`config.mk`:
```
export PLATFORM = sky130hd
export DESIGN_NAME = burst_addr_seq
export DESIGN_NICKNAME = d
export VERILOG_FILES = /design/src/rtl/bsq_pkg.sv /design/src/rtl/bsq_load_arb.sv /design/src/rtl/bsq_order_map.sv /design/src/rtl/burst_addr_seq.sv
export SDC_FILE = /design/constraint.sdc
export NUM_CORES = 1
export LEC_CHECK = 0
export BUFFER_PORTS_ARGS = -buffer_cell sky130_fd_sc_hd__clkbuf_2
export CORE_AREA = 2 2 39 41
export CTS_BUF_LIST = sky130_fd_sc_hd__clkbuf_8
export DETAILED_ROUTE_END_ITERATION = 10
export DIE_AREA = 0 0 41 43
export GPL_TIMING_DRIVEN = 1
export PLACE_DENSITY_LB_ADDON = 0.05
export SETUP_SLACK_MARGIN = 0.4
export SYNTH_ARGS = -nofsm -noshare
export SYNTH_HDL_FRONTEND = slang
export SYNTH_SLANG_ARGS = --single-unit
```
`constraint.sdc`:
```
create_clock -name clk -period 0.8 [get_ports clk]
set_input_delay 0.08 -clock clk [delete_from_list [all_inputs] [get_ports clk]]
set_output_delay 0.08 -clock clk [all_outputs]
set_load 0.005 [all_outputs]
```
`src/rtl/bsq_pkg.sv`:
```
package bsq_pkg;
    localparam int unsigned OFS_W = 2;
    typedef logic [OFS_W-1:0] ofs_t;

    typedef struct packed {
        ofs_t start;
        ofs_t beat;
        logic by_proc;
    } bsq_state_t;
endpackage

```
`src/rtl/bsq_load_arb.sv`:
```
module bsq_load_arb (
    input  logic ads_proc_n_i,
    input  logic ads_ctrl_n_i,
    input  logic ce1_n_i,
    output logic load_o,
    output logic from_proc_o
);
    logic proc_ok;
    logic ctrl_ok;

    always_comb begin
        proc_ok     = !ads_proc_n_i && !ce1_n_i;
        ctrl_ok     = !ads_ctrl_n_i && !proc_ok;
        load_o      = proc_ok || ctrl_ok;
        from_proc_o = proc_ok;
    end
endmodule

```
`src/rtl/bsq_order_map.sv`:
```
module bsq_order_map #(
    parameter int unsigned W = 2
) (
    input  logic [W-1:0] start_i,
    input  logic [W-1:0] beat_i,
    input  logic         lin_i,
    output logic [W-1:0] ofs_o
);
    logic [W-1:0] ilv;
    logic [W-1:0] lin_sum;

    for (genvar b = 0; b < W; b++) begin : g_ilv
        assign ilv[b] = start_i[b] ^ beat_i[b];
    end

    always_comb begin
        lin_sum = start_i + beat_i;
        ofs_o   = lin_i ? lin_sum : ilv;
    end
endmodule

```
`src/rtl/burst_addr_seq.sv`:
```
module burst_addr_seq
    import bsq_pkg::*;
(
    input  logic       clk,
    input  logic       rst_n,
    input  logic [1:0] addr_lo_i,
    input  logic       ads_proc_n_i,
    input  logic       ads_ctrl_n_i,
    input  logic       ce1_n_i,
    input  logic       adv_n_i,
    input  logic       lin_mode_i,
    output logic [1:0] offset_o,
    output logic       proc_start_o
);
    bsq_state_t st_d;
    bsq_state_t st_q;
    logic       load;
    logic       from_proc;

    bsq_load_arb arb_i (
        .ads_proc_n_i (ads_proc_n_i),
        .ads_ctrl_n_i (ads_ctrl_n_i),
        .ce1_n_i      (ce1_n_i),
        .load_o       (load),
        .from_proc_o  (from_proc)
    );

    always_comb begin
        st_d = st_q;
        if (load) begin
            st_d.start   = addr_lo_i;
            st_d.beat    = '0;
            st_d.by_proc = from_proc;
        end else if (!adv_n_i) begin
            st_d.beat = st_q.beat + 1'b1;
        end
    end

    always_ff @(posedge clk or negedge rst_n) begin
        if (!rst_n) begin
            st_q <= '0;
        end else begin
            st_q <= st_d;
        end
    end

    bsq_order_map #(.W(OFS_W)) map_i (
        .start_i (st_q.start),
        .beat_i  (st_q.beat),
        .lin_i   (lin_mode_i),
        .ofs_o   (offset_o)
    );

    assign proc_start_o = st_q.by_proc;
endmodule

```
# Yosys cells after proc, flatten, opt, wreduce, memory -nomap -nowiden
# Index checks and enable logic that the tools add are counted.
# op_classes
mux,3
n_eq_ne,1
bitwise_logic,2
add_sub_neg,2
reduce_logical,7
# ops
op,n
$mux 2,3
$logic_not 1->1,4
$add 2x1->2 const B,1
$add 2x2->2,1
$logic_and 1x1->1,2
$ne 2x1->1 const B,1
$xor 1x1->1,2
$logic_or 1x1->1,1
# word_totals
output_inout_bits,3
elab_cells,18
in_bits,9
ff_bits,5

# Logic depth before layout (Yosys ltp)
# logic_depth
ltp_word,6
mapped_depth,3
ltp_nobuf,3

# Modules after synthesis
# Synthesis repeated with hierarchy kept, for this count alone.
# hier_totals
hier_cells,20
area_unflattened_um2,247.7
# modules_own_cells
module,area_per_inst_um2,cells_per_inst,instances,seq_area_each_um2
burst_addr_seq,205.2,14,1,125.1
bsq_order_map,33.8,4,1,0.0
bsq_load_arb,8.8,2,1,0.0

# Least setup slack after synthesis
# OpenSTA, ideal clock, no wires.
# synth_path
path_kind,register to register
from,register st_q[1] (netlist name)
to,register st_q[2] (netlist name)
required_ns,0.676
path_stages_with_launch,4
setup_ns,0.124
path_buffers,0
path_slack_ns,-0.028
t_arrival_ns,0.704
synth_period_minus_slack_ns,0.828
path_cell_list,dfrtp_1 and2b_1 xnor2_1 nor2_1
# synth_via
elab_chain_cells,3
# synth_lines
item,line,source
from (decl),burst_addr_seq.sv:16,bsq_state_t st_q;
from (signal assigned),burst_addr_seq.sv:43,st_q <= st_d;
$add 2x1->2,burst_addr_seq.sv:35,st_d.beat = st_q.beat + 1'b1;
$mux 2,burst_addr_seq.sv:34,end else if (!adv_n_i) begin
$mux 2,burst_addr_seq.sv:30,if (load) begin
# No other way between the ends. The select of a mux whose other input is x is not followed.
# A chain may end at the register's enable or synchronous reset.

# Final worst setup path
# layout_path
from,register st_q[3] (netlist name)
to,output port offset_o[1]
# layout_via
elab_chain_cells,2
# layout_lines
item,line,source
$add 2x2->2,bsq_order_map.sv:17,lin_sum = start_i + beat_i;
$mux 2,bsq_order_map.sv:18,ofs_o = lin_i ? lin_sum : ilv;
to (decl),burst_addr_seq.sv:12,"output logic [1:0] offset_o,"
# No other way between the ends.

==> results.md <==
| Item | Reported |
|---|---|
| Status | finished, violations left |
| Violations in the final reports | setup timing |
| Period Utilization, post-route | 143% |
| Worst endpoint required time | 0.72 ns |
| DRT met1 WL | 223 um |
| Final hold violation count | 0 |
| DRT Wirelength | 549 um |
| Number of synthesized flops with an enable pin | 0 |
| Synthesized area per cell | 12.9 um2 |
| Amount of wire on met3 after detailed routing | 45 um |
| Synth Register Bits | 5 |
| RSZ-0062 raised after global routing | true |
| FF-to-FF path depth | 4 |
| Count of routing violations after the opening detailed-route iteration | 4 |
| Post-synthesis net count | 29 |
| Highest layer used for signal routing | met3 |
| DP HPWL | 402 um |
| Setup slack, reg-to-reg | -0.32 ns |
| Vias per Instance | 3.73 |
| Number of max-slew violations in the final report | 0 |
| Worst path setup slack after routing | -0.340 ns |
| Crit Reg-Reg Startpoint | st_q[3] |
| Clock-pin slew on the worst setup and hold paths | 0.03 ns |
| Die height | 43 um |
| Kind of start point of the critical path | flip-flop |
| Top-area cell type share of the netlist area | 51.0% |
| Finished layout cell area | 460 um2 |
| Number of nets at the end of the flow | 54 |
| Top cell types by occurrence after synthesis | dfrtp_1 (5), mux2_4 (2), nand2_1 (2), xnor2_1 (2) |
| Leakage power figure | 0.238 nW |
| Number of stages on the worst setup path | 4 |
| Worst EP arrival | 1.06 ns |
| Number of vias in the routed layout | 220 |
| Area of the core region | 1380 um2 |
| RePlAce Congestion | 0.619 |
| Delay-heaviest family, CP | flip-flops |
| Startpoint of the worst hold path | ads_proc_n_i |
| Number of DRC violations after detailed routing | 0 |
| CP max stage cell | dfrtp_1 |
| Number of ports placed on the die boundary | 12 |
| Antenna violations before repair | 0 |
| Post-synthesis cell type with the largest combined area | dfrtp_1 |
| Power density relative to cell area | 2000 nW/um2 |
| Fraction of final layout cells sized beyond drive strength 1 | 69.8% |
| Post-synth ARST share | 100% |
| Antenna-violating nets left | 0 |
| Count of antenna diodes in the layout | 0 |
| RR Endpoint | st_q[3] |
| Number of global-route vias before repair | 209 |
| Post-synthesis instance area | 245 um2 |
| Number of buffers between clock root and the deepest sink | 2 |
| Number of cells produced by synthesis | 19 |
| CP Capture Point | offset_o[1] |
| Share of synthesized area occupied by flip-flops and latches | 51.0% |
| Overflow left after global routing | 0 |
| Transition at the pin with the smallest max-transition slack | 0.197 ns |
| Total buffers and inverters traversed by the critical path | 1 |
| Worst slew margin relative to its limit | 86.8% |
| Total iterations of the first detailed-routing run | 4 |
| Worst Path Max Fanout | 2 |
| Clock period minus final worst setup slack | 1.14 ns |
| CP Capture Type | output port |
| Number of H-tree levels | 1 |
| Top FF cell, synth | dfrtp_1 |
| Clock network latency to the later pin of the worst-skew pair | 0.22 ns |
| CP startpoint | st_q[3] |
| Synth unique cells | 12 |
| Cell with the most instances after synthesis | dfrtp_1 |
| Clock tree skew after final layout | 0.00334 ns |
| Maximum number of pins on one net before global-route repair | 6 |
| Worst hold slack | 0.0892 ns |
| Peak clock frequency supported by timing | 877 MHz |
| P&R area growth vs syn | 87.8% |
| Global Route Usage Sum | 7.16% |
| Starting density of the core | 17.7% |
| CTS tree | done |
| Sink Count | 5 |
| Classification of the worst-slack hold path | primary input to flip-flop |
| Number of maximum-capacitance constraint violations | 0 |
| First-pass GRT wire length | 807 um |
| Die span in x | 41 um |
| Std cell rows | 14 |
| Worst vdd rail ir drop | 0.000738 V |
| Die area | 1760 um2 |
| Yosys synthesis warning count | 0 |
| Clock buffers created by TritonCTS | 3 |
| Detailed route wirelength on metal2 | 281 um |
| Synth top area cells | dfrtp_1 (51%), mux2_4 (12%), xnor2_1 (7.1%) |
| CP peak stage delay | 0.37 ns |
| Cell at the root of the clock tree | clkbuf_8 |
| IO Port Bufs | 11 |
| Cell area after placement | 358 um2 |
| Crit Path Category | flip-flop to output port |
| WL per Instance | 9.31 um |
| Final setup violation count | 6 |
| Worst path cell trace | ha_2, nand2_2, xnor2_2, buf_2 |
## worst reg2reg max path, stage by stage (launching register included)
cell and delay, ns:
dfrtp_1 0.37, buf_4 0.13, buf_4 0.12, buf_4 0.12
mux2_4 0.26
## routing by layer
layer	up-vias	track usage (%)
met5	-	0
li1	110	-
met3	0	1.57
met1	101	9.15
met4	0	6.00
met2	9	9.69
## registers in the layout, indices dropped and copies added (netlist names)
name	cells
proc_start_o	1
st_q	4
## worst min-delay path by stage
stage	to	depth (start not counted)
finish	proc_start_o	2
global route	st_q[3]	2
CTS	proc_start_o	2
detailed placement	st_q[4]	1
global placement	st_q[4]	1
floorplan	proc_start_o	0
## layout make-up
type / count / area, um2
Sequential cell: 5 / 125
Clock buffer: 3 / 41.3
Timing Repair Buffer: 20 / 125
Fill cell: 156 / 923
Clock inverter: 1 / 3.75
Tap cell: 16 / 20.0
Multi-Input combinational cell: 14 / 145
## cells in the final DEF, fill, tap and decap left out, drive strengths merged
master | netlist | layout
clkbuf | 0 | 12
buf | 0 | 10
dfrtp | 5 | 5
mux2 | 2 | 2
nand2 | 2 | 2
xnor2 | 2 | 2
o21ai | 2 | 2
xor2 | 1 | 1
and2b | 1 | 1
nor2b | 1 | 1
nor3 | 1 | 1
nor2 | 1 | 1
ha | 1 | 1
inv | 0 | 1
dlygate4sd3 | 0 | 1
## per-stage QoR
stage	std cells	TNS, ns	total power [mW]	setup WS [ns]	utilization, %
2_1_floorplan	19	-0.0456	0.352	-0.0276	-
3_3_place_gp	51	-0.411	0.434	-0.152	25.9
3_5_place_dp	51	-0.459	0.437	-0.157	25.9
4_1_cts	58	-1.22	0.915	-0.347	31.6
5_1_grt	59	-1.55	0.960	-0.390	33.3
6_report	59	-1.33	0.919	-0.340	33.3
## report_power, final
group	leakage, nW	internal [mW]	total (mW)	switching, mW
registers	0.0624	0.275	0.290	0.0147
clock network	0.0269	0.328	0.445	0.117
logic	0.149	0.118	0.184	0.0662
## repair_timing
item | in CTS | in global routing
setup endpoints to repair | 8 | 13
hold endpoints to repair | 5 | 0
buffers inserted | 2 | 1
hold buffers | 1 | 0
gates resized for setup | 3 | 4
pin swaps | 1 | 4
## cell families (layout without fill, tap and decap cells)
| logic type | count (synthesis) | in the layout | synth area share (%) |
|---|---|---|---|
| simple gates | 6 | 6 | 12.2 |
| flops | 5 | 5 | 51.0 |
| xor+xnor | 3 | 3 | 10.7 |
| compound gates | 2 | 2 | 8.67 |
| mux | 2 | 2 | 12.2 |
| fa+ha+maj | 1 | 1 | 5.10 |
| buf+inv | 0 | 24 | 0 |
Power figures use the tool's default switching activity.
